## src/rtl/crs_pkg.sv

```systemverilog
package crs_pkg;

    localparam int LANES  = 4;
    localparam int SLOTS  = 2;
    localparam int NSLOT  = LANES * SLOTS;
    localparam int SRC_W  = 4;
    localparam int WORD_W = 32;
    localparam int DATA_W = 128;
    localparam int WORDS  = DATA_W / WORD_W;
    localparam int OFF_W  = $clog2(WORDS);
    localparam int SZ_W   = 2;
    localparam int DEPTH  = 4;

    typedef enum logic [SZ_W-1:0] {
        SZ_BYTE = 2'd0,
        SZ_HALF = 2'd1,
        SZ_WORD = 2'd2,
        SZ_WIDE = 2'd3
    } size_e;

    typedef struct packed {
        logic              vld;
        logic [SRC_W-1:0]  src;
        logic [OFF_W-1:0]  off;
        size_e             sz;
    } slot_t;

    // select one word by offset and trim it to the access size
    function automatic logic [WORD_W-1:0] pick_word(
        input logic [DATA_W-1:0] data,
        input logic [OFF_W-1:0]  off,
        input size_e             sz
    );
        logic [WORD_W-1:0] w;
        w = data[int'(off)*WORD_W +: WORD_W];
        case (sz)
            SZ_BYTE: pick_word = {{(WORD_W-8){1'b0}},  w[7:0]};
            SZ_HALF: pick_word = {{(WORD_W-16){1'b0}}, w[15:0]};
            default: pick_word = w;
        endcase
    endfunction

endpackage

```

## src/rtl/crs_entry_table.sv

```systemverilog
module crs_entry_table
    import crs_pkg::*;
#(
    parameter int TBL_DEPTH = crs_pkg::DEPTH,
    localparam int TAG_W    = $clog2(TBL_DEPTH)
) (
    input  logic                   clk,
    input  logic                   rst,
    input  logic                   wr_en,
    input  logic [TAG_W-1:0]       wr_tag,
    input  slot_t [NSLOT-1:0]      wr_slots,
    input  logic                   rd_en,
    input  logic [TAG_W-1:0]       rd_tag,
    output logic                   rd_hit,
    output slot_t [NSLOT-1:0]      rd_slots,
    output logic [TBL_DEPTH-1:0]   occ,
    output logic                   full
);

    slot_t [NSLOT-1:0] mem [TBL_DEPTH];
    logic  [TBL_DEPTH-1:0] occ_q;

    for (genvar e = 0; e < TBL_DEPTH; e++) begin : g_entry
        logic set_e, clr_e;
        assign set_e = wr_en && (int'(wr_tag) == e);
        assign clr_e = rd_en && (int'(rd_tag) == e);

        always_ff @(posedge clk) begin
            if (rst) begin
                occ_q[e] <= 1'b0;
            end else if (set_e) begin
                occ_q[e] <= 1'b1;       // a new record wins over a free
            end else if (clr_e) begin
                occ_q[e] <= 1'b0;
            end
        end

        always_ff @(posedge clk) begin
            if (set_e) begin
                mem[e] <= wr_slots;
            end
        end
    end

    assign rd_hit   = rd_en && occ_q[rd_tag];
    assign rd_slots = mem[rd_tag];
    assign occ      = occ_q;
    assign full     = &occ_q;

endmodule

```

## src/rtl/crs_word_pick.sv

```systemverilog
module crs_word_pick
    import crs_pkg::*;
(
    input  logic [DATA_W-1:0] data,
    input  slot_t             slot,
    input  logic              hit,
    output logic              valid,
    output logic [WORD_W-1:0] word,
    output logic [SRC_W-1:0]  src
);

    assign valid = hit && slot.vld;
    assign word  = valid ? pick_word(data, slot.off, slot.sz) : '0;
    assign src   = valid ? slot.src : '0;

endmodule

```

## src/rtl/coal_resp_split.sv

```systemverilog
module coal_resp_split
    import crs_pkg::*;
#(
    parameter int TBL_DEPTH = crs_pkg::DEPTH,
    localparam int TAG_W    = $clog2(TBL_DEPTH)
) (
    input  logic                    clk,
    input  logic                    rst,
    input  logic                    req_valid,
    output logic                    req_ready,
    input  logic [TAG_W-1:0]        req_tag,
    input  logic [NSLOT-1:0]        req_slot_vld,
    input  logic [NSLOT*SRC_W-1:0]  req_slot_src,
    input  logic [NSLOT*OFF_W-1:0]  req_slot_off,
    input  logic [NSLOT*SZ_W-1:0]   req_slot_size,
    input  logic                    rsp_valid,
    input  logic [TAG_W-1:0]        rsp_tag,
    input  logic [DATA_W-1:0]       rsp_data,
    output logic [NSLOT-1:0]        out_valid,
    output logic [NSLOT*WORD_W-1:0] out_data,
    output logic [NSLOT*SRC_W-1:0]  out_src
);

    slot_t [NSLOT-1:0]    wr_slots;
    slot_t [NSLOT-1:0]    rd_slots;
    logic                 rd_hit;
    logic                 tbl_full;
    logic [TBL_DEPTH-1:0] tbl_occ;
    logic                 accept;

    for (genvar k = 0; k < NSLOT; k++) begin : g_pack
        assign wr_slots[k].vld = req_slot_vld[k];
        assign wr_slots[k].src = req_slot_src[k*SRC_W +: SRC_W];
        assign wr_slots[k].off = req_slot_off[k*OFF_W +: OFF_W];
        assign wr_slots[k].sz  = size_e'(req_slot_size[k*SZ_W +: SZ_W]);
    end

    assign req_ready = !tbl_full;
    assign accept    = req_valid && req_ready;

    crs_entry_table #(.TBL_DEPTH(TBL_DEPTH)) i_table (
        .clk      (clk),
        .rst      (rst),
        .wr_en    (accept),
        .wr_tag   (req_tag),
        .wr_slots (wr_slots),
        .rd_en    (rsp_valid),
        .rd_tag   (rsp_tag),
        .rd_hit   (rd_hit),
        .rd_slots (rd_slots),
        .occ      (tbl_occ),
        .full     (tbl_full)
    );

    for (genvar k = 0; k < NSLOT; k++) begin : g_slot
        crs_word_pick i_pick (
            .data  (rsp_data),
            .slot  (rd_slots[k]),
            .hit   (rd_hit),
            .valid (out_valid[k]),
            .word  (out_data[k*WORD_W +: WORD_W]),
            .src   (out_src[k*SRC_W +: SRC_W])
        );
    end

endmodule

```

## config.mk

```make
export PLATFORM = sky130hd
export DESIGN_NAME = coal_resp_split
export DESIGN_NICKNAME = d
export VERILOG_FILES = /design/src/rtl/crs_pkg.sv /design/src/rtl/crs_entry_table.sv /design/src/rtl/crs_word_pick.sv /design/src/rtl/coal_resp_split.sv
export SDC_FILE = /design/constraint.sdc
export NUM_CORES = 1
export LEC_CHECK = 0
export BUFFER_PORTS_ARGS = -buffer_cell sky130_fd_sc_hd__buf_2
export CAP_MARGIN = 20
export CORE_AREA = 2 2 198 200
export CTS_CLUSTER_SIZE = 20
export DETAILED_ROUTE_END_ITERATION = 6
export DIE_AREA = 0 0 200 202
export GPL_TIMING_DRIVEN = 0
export PLACE_DENSITY_LB_ADDON = 0.05
export SLEW_MARGIN = 25
export SYNTH_ARGS = -nofsm -noshare
export SYNTH_HDL_FRONTEND = slang
export SYNTH_HIERARCHICAL = 1
export SYNTH_SLANG_ARGS = --single-unit
export TNS_END_PERCENT = 50
```

## constraint.sdc

```tcl
create_clock -name clk -period 8.1 [get_ports clk]
set_input_delay 0.405 -clock clk [delete_from_list [all_inputs] [get_ports clk]]
set_output_delay 0.405 -clock clk [all_outputs]
set_load 0.005 [all_outputs]
```

==> impl_metrics.env, run 1 <==
export IMPL_power_static_leakage_nw=9.48
export IMPL_flow_area_growth_from_synthesis_pct=22.4
export IMPL_setup_worst_path_start_class="register"
export IMPL_slew_limit_headroom_pct=49.0
export IMPL_max_cap_viol_count=0
export IMPL_mappedNetlistArea_sq_um=19200
export IMPL_initial_utilization_pct=50.2
export IMPL_max_freq_mhz=275
export IMPL_slowest_delay_ns=0.58
export IMPL_peakVddDrop_mv=0.293
export IMPL_timing_final_setup_violations=0
export IMPL_pre_cts_slack_ns=4.57
export IMPL_cp_cell_sequence="mux4_2, and2_4, and3_1, clkbuf_1, and2_1, buf_2"
export IMPL_final_max_slew_violation_count=0
export IMPL_tritoncts="built"
export IMPL_post_route_worst_setup_slack_ns=4.46
export IMPL_power_density_nw_per_um2=161
export IMPL_root_buffer="clkbuf_16"
export IMPL_cp_required_ns=7.70
export IMPL_crit_path_start="i_table/occ[0]"
export IMPL_final_count_of_hold_timing_violations=0
export IMPL_cts_sinks=292
export IMPL_gpl_final_weighted_congestion=0.907
export IMPL_grt_setup_unrepaired="false"
export IMPL_number_of_cts_inserted_buffers=24
export IMPL_critPathKind="reg -> out"
export IMPL_worst_skew_pair_late_latency_ns=0.52
export IMPL_die_height_um=202
export IMPL_total_number_of_h_tree_levels=1
export IMPL_ctsHoldBuffers=0
export IMPL_holdCritStartpoint="req_slot_src[25]"
export IMPL_number_of_antenna_violations_at_the_first_check_in_global_routing=39
export IMPL_via_count_normalized_by_instance_count=6.26
export IMPL_wire_length_per_cell_um=29.5
export IMPL_most_frequent_cells_in_the_layout="buf_2 (535), mux4_2 (313), edfxtp_1 (288), and2_1 (264), and3_1 (40)"
export IMPL_finalCritPeriodShare_pct=44.9
export IMPL_cp_data_arrival_time_ns=3.23
export IMPL_yosysSeqAreaShare_pct=45.4
export IMPL_yosys_warnings=6
export IMPL_design_final_nets=1798
export IMPL_pin_count_of_the_biggest_net_entering_global_routing=57
export IMPL_critical_path_peak_fanout=56
export IMPL_postSynthNetCount=1253
export IMPL_die_width_um=200
export IMPL_vias=13529
export IMPL_worst_setup_hold_path_clk_slew_ns=0.06
export IMPL_overflow=0
export IMPL_antenna_left=0
export IMPL_post_synth_cell_area_avg_sq_um=18.4
export IMPL_number_of_ports_placed_on_the_die_boundary=505
export IMPL_timing_setup_tns_ns=0
export IMPL_fillers=2995
export IMPL_clockBufferDepth=3
export IMPL_hold_ws_ns=0.0958
export IMPL_mostFrequentLayoutCell="buf_2"
export IMPL_row_count=72
export IMPL_ff_latch_count_synth=292
export IMPL_hold_class="in -> reg"
export IMPL_crit_reg2reg_launch="i_table/occ[0]"
export IMPL_iteration_count_of_the_initial_detailed_routing_pass=5
export IMPL_multi_input_comb_area_sq_um=9620
export IMPL_layout_area_seq_sq_um=8730
export IMPL_cp_end_kind="primary output"
export IMPL_dieArea_sq_um=40400
export IMPL_core_region_area_sq_um=38300
export IMPL_cts_resized=0
export IMPL_globalRouteTotalUtil_pct=31.6
export IMPL_grt_pass1_wl_um=91100
export IMPL_drc=0
export IMPL_grt_pass1_vias=13217
export IMPL_cells_after_synthesis=1045
export IMPL_clock_skew_final_ns=0.0130
export IMPL_tightest_slew_ns=0.764
export IMPL_result_of_the_run="completed"
export IMPL_setup_bufs_post_cts=0
export IMPL_placed_wire_length_estimate_after_detailed_placement_um=46900
export IMPL_starting_drc_count_in_detailed_routing=971
export IMPL_synthDistinctLibCells=26
export IMPL_drive_above_1_share_pct=58.9
export IMPL_final_min_clock_period_ns=3.64
export IMPL_utilization_pct=61.4
export IMPL_placement_io_buffers=502
export IMPL_wirelength_routed_um=63700
export IMPL_library_cell_contributing_the_largest_single_delay_on_the_critical_path="clkbuf_1"
==> critical path: cells and delay by family (launching register included) <==
family / cells / cell delay, ns
buf+inv: 2 / 0.70
flops: 1 / 0.35
mux: 1 / 0.23
simple gates: 3 / 1.39
==> registers in the layout, summed over array words and instances (netlist names) <==
| name | flops |
|---|---|
| i_table/mem | 288 |
| i_table/occ | 4 |
==> per-stage QoR <==
step | instance area [sq um] | instances | power (mW)
floorplan | 19200 | 1045 | 2.38
CTS | 23400 | 2125 | 3.81
finish | 23500 | 2160 | 3.78
detailed placement | 22600 | 2082 | 2.66
global placement | 22400 | 2065 | 2.65
global route | 23500 | 2155 | 3.92
==> kinds of logic (layout without fill, tap and decap cells) <==
logic type / count (synthesis) / in the layout / synth area share, %
other cells: 0 / 35 / 0
buf+inv: 92 / 654 / 4.65
compound gates: 12 / 12 / 0.599
mux: 329 / 329 / 38.9
simple gates: 320 / 320 / 10.4
flops: 292 / 292 / 45.4
==> report_power, final <==
group	switching, mW	internal, mW
combinational	0.398	0.477
clock	0.493	0.657
sequential	0.0158	1.74
==> synthesized netlist by cell type <==
| cell | count | share of area (%) |
|---|---|---|
| o32ai_1 | 1 | 0.046 |
| edfxtp_1 | 288 | 45 |
| buf_12 | 24 | 2.5 |
| a22o_1 | 2 | 0.091 |
| buf_2 | 33 | 0.86 |
| o2bb2ai_1 | 1 | 0.046 |
| mux4_2 | 313 | 37 |
| and2_1 | 265 | 8.6 |
| nor3b_1 | 2 | 0.078 |
| and3_1 | 41 | 1.3 |
| dfxtp_1 | 4 | 0.42 |
| nand2b_1 | 2 | 0.065 |
| inv_1 | 2 | 0.039 |
| and4_1 | 1 | 0.046 |
| nand3_1 | 1 | 0.026 |
| clkbuf_1 | 19 | 0.37 |
| nand3b_1 | 1 | 0.039 |
| buf_8 | 4 | 0.31 |
| nand2_1 | 1 | 0.020 |
| nor2_1 | 1 | 0.020 |
| o211a_1 | 8 | 0.42 |
| mux4_1 | 16 | 2.2 |
| buf_4 | 1 | 0.039 |
| buf_6 | 9 | 0.53 |
| and3b_1 | 2 | 0.091 |
| nor2b_1 | 3 | 0.098 |
==> worst paths after layout <==
path	slack, ns	cells after the start	to
setup / recovery	4.46	6	out_data[253]
hold / removal	0.1	1	i_table/mem[0][59]
setup reg to reg	5.65	7	i_table/mem[0][23]
hold reg to reg	0.49	2	i_table/occ[0]
==> per-layer routing <==
metal	vias up	track usage, %	part of all wire, %
met1	7021	41.8	37
li1	5580	-	-
met4	8	15.9	4.8
met5	-	0	0.088
met3	153	7.76	9.4
met2	767	49.1	49
==> final cells by class <==
type / count / share of cell area, %
Clock buffer: 31 / 2.88
Multi-Input combinational cell: 661 / 40.9
Antenna cell: 35 / 0.372
Buffer: 90 / 3.77
Sequential cell: 292 / 37.1
Timing Repair Buffer: 519 / 11.7
Inverter: 2 / 0.0319
Tap cell: 518 / 2.75
Clock inverter: 12 / 0.505
Note: power is estimated with default switching activity, not from simulation.
==> inputs of run 2 (changes only) <==
--- a/config.mk
+++ b/config.mk
@@ -5,12 +5,13 @@
 export SDC_FILE = /design/constraint.sdc
 export NUM_CORES = 1
 export LEC_CHECK = 0
+export ABC_AREA = 1
 export BUFFER_PORTS_ARGS = -buffer_cell sky130_fd_sc_hd__buf_2
 export CAP_MARGIN = 20
-export CORE_AREA = 2 2 198 200
+export CORE_ASPECT_RATIO = 2
+export CORE_UTILIZATION = 57
 export CTS_CLUSTER_SIZE = 20
 export DETAILED_ROUTE_END_ITERATION = 6
-export DIE_AREA = 0 0 200 202
 export GPL_TIMING_DRIVEN = 0
 export PLACE_DENSITY_LB_ADDON = 0.05
 export SLEW_MARGIN = 25
==> constraint.sdc (replaced) <==
create_clock -name clk -period 3.6 [get_ports clk]
set_input_delay 0.18 -clock clk [delete_from_list [all_inputs] [get_ports clk]]
set_output_delay 0.18 -clock clk [all_outputs]
set_load 0.005 [all_outputs]
==> run 2 against run 1 <==
Compared with the run above:
- register-to-register slack lost 4.0 ns
- synthesized area grew 26%
- core utilization grew 7.8 points
- synthesized cell count grew to 3.7 times the previous value
- total power grew 140%
- critical path type unchanged
- largest power group unchanged
==> impl_metrics.env, run 2 <==
export IMPL_hold_ws_ns=0.0363
export IMPL_final_max_slew_violation_count=0
export IMPL_total_number_of_h_tree_levels=1
export IMPL_synth_edf_count=288
export IMPL_yosys_cell_count_top_type="nand2_1"
export IMPL_overflow=0
export IMPL_grt_pass1_vias=24595
export IMPL_cp_end_kind="primary output"
export IMPL_worst_path_dominant_cell_family="compound AO/OA/AOI/OAI gates"
export IMPL_placedCellCount=4876
export IMPL_placed_wire_length_estimate_after_detailed_placement_um=73600
export IMPL_yosys_warnings=6
export IMPL_iteration_count_of_the_initial_detailed_routing_pass=5
export IMPL_clockBufferDepth=3
export IMPL_drc=0
export IMPL_clock_skew_final_ns=0.0272
export IMPL_layout_cells_excl_fill=4995
export IMPL_initial_utilization_pct=57.8
export IMPL_crit_path_start="i_table/occ[1]"
export IMPL_cp_data_arrival_time_ns=3.26
export IMPL_post_synth_cell_area_avg_sq_um=6.32
export IMPL_critical_path_peak_fanout=8
export IMPL_crit_cells=9
export IMPL_r2r_cells=6
export IMPL_ff_latch_count_synth=292
export IMPL_slowest_delay_ns=0.81
export IMPL_root_buffer="clkbuf_16"
export IMPL_max_freq_mhz=290
export IMPL_wire_length_per_cell_um=20.7
export IMPL_cp_cell_sequence="nand3_1, nand2_1, nor2_1, nor2_4, nand2_2, inv_2, o21ai_1, a21oi_1, buf_2"
export IMPL_timing_final_setup_violations=0
export IMPL_dieArea_sq_um=43400
export IMPL_hold_class="in -> reg"
export IMPL_die_width_um=148
export IMPL_yosys_area_top_type="edfxtp_1"
export IMPL_async_reset_ff_share_pct=0
export IMPL_vias=26862
export IMPL_globalRouteTotalUtil_pct=47.7
export IMPL_number_of_ports_placed_on_the_die_boundary=505
export IMPL_critPathBufInv=2
export IMPL_setup_worst_path_start_class="register"
export IMPL_starting_drc_count_in_detailed_routing=2684
export IMPL_most_frequent_cells_in_the_layout="nand2_1 (1329), inv_1 (1061), buf_2 (549), nand3_1 (521), edfxtp_1 (288)"
export IMPL_peakVddDrop_mv=0.573
export IMPL_final_min_clock_period_ns=3.44
export IMPL_crit_reg2reg_launch="i_table/occ[0]"
export IMPL_post_synth_top_area_fraction_pct=35.7
export IMPL_design_final_nets=4642
export IMPL_die_height_um=294
export IMPL_fillers=3856
export IMPL_yosys_most_used_dff="edfxtp_1"
export IMPL_r2r_slack_ns=1.66
export IMPL_pin_count_of_the_biggest_net_entering_global_routing=54
export IMPL_mappedNetlistArea_sq_um=24200
export IMPL_utilization_pct=69.2
export IMPL_max_cap_viol_count=0
export IMPL_row_count=106
export IMPL_timing_setup_tns_ns=0
export IMPL_synthDistinctLibCells=18
export IMPL_placement_io_buffers=502
export IMPL_endpoint="out_data[175]"
export IMPL_slew_limit_headroom_pct=25.9
export IMPL_postSynthNetCount=4038
export IMPL_result_of_the_run="completed"
export IMPL_yosysSeqAreaShare_pct=36.0
export IMPL_reg2reg_to="i_table/mem[3][23]"
export IMPL_antenna_left=0
export IMPL_largest_register_ffs=288
export IMPL_core_region_area_sq_um=41900
export IMPL_registers_top_by_ff_count="i_table/mem"
export IMPL_worst_setup_hold_path_clk_slew_ns=0.07
export IMPL_cp_required_ns=3.42
export IMPL_grt_pass1_wl_um=151000
export IMPL_fin_total_pwr_mw=9.17
export IMPL_cts_sinks=292
export IMPL_final_count_of_hold_timing_violations=0
export IMPL_wirelength_routed_um=104000
export IMPL_via_count_normalized_by_instance_count=5.38
export IMPL_number_of_cts_inserted_buffers=21
export IMPL_power_static_leakage_nw=17.1
export IMPL_flow_area_growth_from_synthesis_pct=19.8
export IMPL_tritoncts="built"
export IMPL_drive_above_1_share_pct=17.8
export IMPL_synth_area_leaders="edfxtp_1 (36%), nand2_1 (21%), inv_1 (17%)"
export IMPL_tightest_slew_ns=1.10
export IMPL_power_density_nw_per_um2=316
export IMPL_critPathKind="reg -> out"
export IMPL_setup_bufs_post_cts=0
export IMPL_worst_skew_pair_late_latency_ns=0.54
export IMPL_finalCritPeriodShare_pct=95.6
export IMPL_gpl_final_weighted_congestion=1.05
export IMPL_number_of_antenna_violations_at_the_first_check_in_global_routing=5
export IMPL_grt_setup_unrepaired="false"
export IMPL_mostFrequentLayoutCell="nand2_1"
export IMPL_cells_after_synthesis=3830
export IMPL_library_cell_contributing_the_largest_single_delay_on_the_critical_path="a21oi_1"
export IMPL_synth_commonest_cells="nand2_1 (1329), inv_1 (1065), nand3_1 (521)"
==> run 2: worst min path at each step <==
stage	from	endpoint	slack, ns	cells after the start
finish	req_tag[1]	i_table/occ[3]	0.04	3
global route	req_tag[1]	i_table/occ[3]	0.08	3
floorplan	rst	i_table/occ[0]	0.25	1
global placement	req_slot_src[13]	i_table/mem[0][32]	0.39	1
CTS	req_tag[1]	i_table/occ[3]	0.02	3
detailed placement	req_slot_src[7]	i_table/mem[3][16]	0.39	1
==> run 2: repair_timing <==
action,4_1_cts,5_1_grt
endpoints found under the hold margin,292,0
gates resized for setup,0,8
hold buffers,75,0
setup endpoints to repair,0,10
==> run 2: cells by family (layout without fill, tap and decap cells) <==
| logic type | count (synthesis) | after routing | synth area share, % |
|---|---|---|---|
| buffers and inverters | 1299 | 1917 | 24.2 |
| and+or+nand+nor | 1970 | 1970 | 34.2 |
| other | 0 | 7 | 0 |
| AOI/OAI and AO/OA | 269 | 269 | 5.56 |
| DFF | 292 | 292 | 36.0 |
==> run 2: worst reg2reg max path, delay by kind of cell (launching register included) <==
family	cells	cell delay, ns
buf+inv	2	0.75
flops	1	0.34
simple gates	4	0.46
==> run 2: layout make-up <==
type                            instances  area, sq um  area share [%]
Sequential cell                       292         8730            30.1
Clock buffer                           25          541            1.86
Tap cell                              540          676            2.33
Clock inverter                         12          125           0.431
Timing Repair Buffer                  581         3370            11.6
Multi-Input combinational cell       2239         9670            33.3
Inverter                             1092         4120            14.2
Antenna cell                            7         17.5          0.0604
Buffer                                207         1760            6.08
==> run 2: through the flow <==
step | instance area, sq um | worst slack (ns)
floorplan | 24200 | 1.10
global placement | 27400 | -0.131
detailed placement | 27500 | 0.431
CTS | 29000 | 0.192
global route | 29000 | 0.165
finish | 29000 | 0.157
==> run 2: routing by layer <==
metal | GRT usage (%) | vias to the layer above | share of wire, %
met2 | 75.6 | 1818 | 45
li1 | - | 12689 | -
met3 | 12.9 | 526 | 13
met1 | 53.4 | 11825 | 32
met5 | 0 | - | 0.023
met4 | 38.8 | 4 | 10
==> run 2: power breakdown <==
| part | total (mW) | internal (mW) | leakage, nW | switching, mW |
|---|---|---|---|---|
| combinational | 2.90 | 0.966 | 14.1 | 1.94 |
| sequential | 3.95 | 3.91 | 2.68 | 0.0374 |
| clock | 2.32 | 1.23 | 0.328 | 1.09 |
| total | 9.17 | 6.11 | 17.1 | 3.06 |
==> inputs of run 3 (changes only) <==
--- a/config.mk
+++ b/config.mk
@@ -5,13 +5,12 @@
 export SDC_FILE = /design/constraint.sdc
 export NUM_CORES = 1
 export LEC_CHECK = 0
-export ABC_AREA = 1
 export BUFFER_PORTS_ARGS = -buffer_cell sky130_fd_sc_hd__buf_2
 export CAP_MARGIN = 20
-export CORE_ASPECT_RATIO = 2
-export CORE_UTILIZATION = 57
+export CORE_AREA = 2 2 198 200
 export CTS_CLUSTER_SIZE = 20
 export DETAILED_ROUTE_END_ITERATION = 6
+export DIE_AREA = 0 0 200 202
 export GPL_TIMING_DRIVEN = 0
 export PLACE_DENSITY_LB_ADDON = 0.05
 export SLEW_MARGIN = 25
==> run 3 against run 2 <==
Compared with the run above:
- core utilization decreased by 5.9 points
- via count decreased by 48%
- critical path type unchanged
- die area decreased by 6.9%
- clock power increased by 9.5%
- highest routed layer unchanged
- clock skew decreased by 0.020 ns
- total power decreased by 6.8%
- hold slack improved by 0.028 ns
- critical endpoint is now out_data[250]
- non-clock buffer count decreased by 107
- maximum frequency increased by 0.26%
==> impl_metrics.env, run 3 (synthesis gave the netlist of run 1 again) <==
export IMPL_tightest_slew_ns=0.764
export IMPL_worst_setup_hold_path_clk_slew_ns=0.06
export IMPL_sequentialPowerShare_pct=46.2
export IMPL_number_of_antenna_violations_at_the_first_check_in_global_routing=39
export IMPL_clock_skew_final_ns=0.00720
export IMPL_grt_pass1_wl_um=93200
export IMPL_grt_pass1_vias=13744
export IMPL_die_width_um=200
export IMPL_r2r_slack_ns=1.42
export IMPL_total_switching_power_mw=2.09
export IMPL_tritoncts="built"
export IMPL_final_max_slew_violation_count=0
export IMPL_cts_resized=0
export IMPL_power_switching_fraction_pct=24.4
export IMPL_slew_limit_headroom_pct=49.0
export IMPL_initial_utilization_pct=50.2
export IMPL_iteration_count_of_the_initial_detailed_routing_pass=5
export IMPL_most_frequent_cells_in_the_layout="buf_2 (535), mux4_2 (313), edfxtp_1 (288), and2_1 (264), dlygate4sd3_1 (74)"
export IMPL_largest_register_ffs=288
export IMPL_combPwrFrac_pct=24.0
export IMPL_cp_data_arrival_time_ns=3.25
export IMPL_globalRouteTotalUtil_pct=32.0
export IMPL_cp_end_kind="primary output"
export IMPL_utilization_pct=63.4
export IMPL_power_static_leakage_nw=9.75
export IMPL_grt_setup_unrepaired="false"
export IMPL_drive_above_1_share_pct=55.7
export IMPL_hold_ws_ns=0.0639
export IMPL_result_of_the_run="completed"
export IMPL_mostFrequentLayoutCell="buf_2"
export IMPL_peakVddDrop_mv=0.420
export IMPL_final_count_of_hold_timing_violations=0
export IMPL_internal_power_mw=6.46
export IMPL_fillers=2958
export IMPL_drc=0
export IMPL_starting_drc_count_in_detailed_routing=973
export IMPL_root_buffer="clkbuf_16"
export IMPL_library_cell_contributing_the_largest_single_delay_on_the_critical_path="and3_1"
export IMPL_power_density_nw_per_um2=352
export IMPL_vias=13935
export IMPL_placed_wire_length_estimate_after_detailed_placement_um=47300
export IMPL_number_of_ports_placed_on_the_die_boundary=505
export IMPL_slowest_delay_ns=0.58
export IMPL_registers_top_by_ff_count="i_table/mem"
export IMPL_max_freq_mhz=291
export IMPL_layout_area_seq_sq_um=8730
export IMPL_timing_final_setup_violations=0
export IMPL_critical_path_peak_fanout=56
export IMPL_cp_required_ns=3.42
export IMPL_worst_skew_pair_late_latency_ns=0.51
export IMPL_pin_count_of_the_biggest_net_entering_global_routing=57
export IMPL_placedCellCount=2080
export IMPL_hold_class="in -> reg"
export IMPL_finalCritPeriodShare_pct=95.4
export IMPL_row_count=72
export IMPL_dieArea_sq_um=40400
export IMPL_max_cap_viol_count=0
export IMPL_overflow=0
export IMPL_cts_sinks=292
export IMPL_post_route_worst_setup_slack_ns=0.166
export IMPL_critPathKind="reg -> out"
export IMPL_antenna_left=0
export IMPL_placement_io_buffers=502
export IMPL_pre_cts_slack_ns=0.475
export IMPL_gpl_final_weighted_congestion=0.898
export IMPL_clockBufferDepth=3
export IMPL_core_region_area_sq_um=38300
export IMPL_setup_worst_path_start_class="register"
export IMPL_final_min_clock_period_ns=3.43
export IMPL_flow_area_growth_from_synthesis_pct=26.3
export IMPL_design_final_nets=1870
export IMPL_die_height_um=202
export IMPL_layout_cells_excl_fill=2234
export IMPL_via_count_normalized_by_instance_count=6.24
export IMPL_total_number_of_h_tree_levels=1
export IMPL_wire_length_per_cell_um=29.3
export IMPL_cp_cell_sequence="mux4_2, and2_4, and3_1, clkbuf_1, and2_1, buf_2"
export IMPL_number_of_cts_inserted_buffers=24
export IMPL_multi_input_comb_area_sq_um=9620
export IMPL_wirelength_routed_um=65600
export IMPL_power_share_clock_pct=29.8
run 3: critical path: cells and delay by family, from the launching register on:
family        cells  cell delay (ns)
mux               1             0.24
flops             1             0.37
buf+inv           2             0.69
simple gates      3             1.42
run 3: path summary, 6_finish.rpt:
path | startpoint | end | cells past startpoint
worst max-delay path | i_table/occ[3] | out_data[250] | 6
worst min-delay path | req_tag[0] | i_table/occ[2] | 2
worst max register to register | i_table/occ[0] | i_table/mem[0][32] | 6
worst min register to register | i_table/occ[0] | i_table/occ[0] | 2
run 3: through the flow:
step | power (mW) | cell area [sq um] | TNS (ns)
detailed placement | 6.00 | 22700 | 0
global route | 8.83 | 24300 | 0
global placement | 5.95 | 22400 | -305.61
floorplan | 5.34 | 19200 | 0
finish | 8.55 | 24300 | 0
CTS | 8.59 | 24200 | 0
run 3: cell type report:
class,instances,share of cell area [%]
flip-flops and latches,292,36.0
multi-input cells,661,39.7
clock inverters,11,0.433
inverters,2,0.0309
clock buffers,32,2.69
well taps,518,2.67
repair buffers,591,14.5
plain buffers,90,3.65
diodes,37,0.382
run 3: timing repair:
item / in CTS / in global routing
hold buffers: 74 / 0
endpoints found under the hold margin: 291 / 0
setup buffers: 0 / 0
run 3: routing by layer:
| layer | wire length (um) | vias up | GRT usage [%] | share of wire [%] |
|---|---|---|---|---|
| li1 | - | 5730 | - | - |
| met1 | 24100 | 7230 | 42.4 | 37 |
| met2 | 32000 | 815 | 50.5 | 49 |
| met3 | 6100 | 156 | 6.89 | 9.3 |
| met4 | 3320 | 4 | 16.1 | 5.1 |
| met5 | 27 | - | 0 | 0.041 |
run 3: power by group through the flow:
stage	combinational (mW)	clock (mW)	sequential, mW
after floorplan	1.33	0	4.02
after global placement	1.93	0	4.02
after detailed placement	1.98	0	4.02
after CTS	2.05	2.59	3.95
after global routing	2.17	2.70	3.96
final	2.05	2.54	3.95
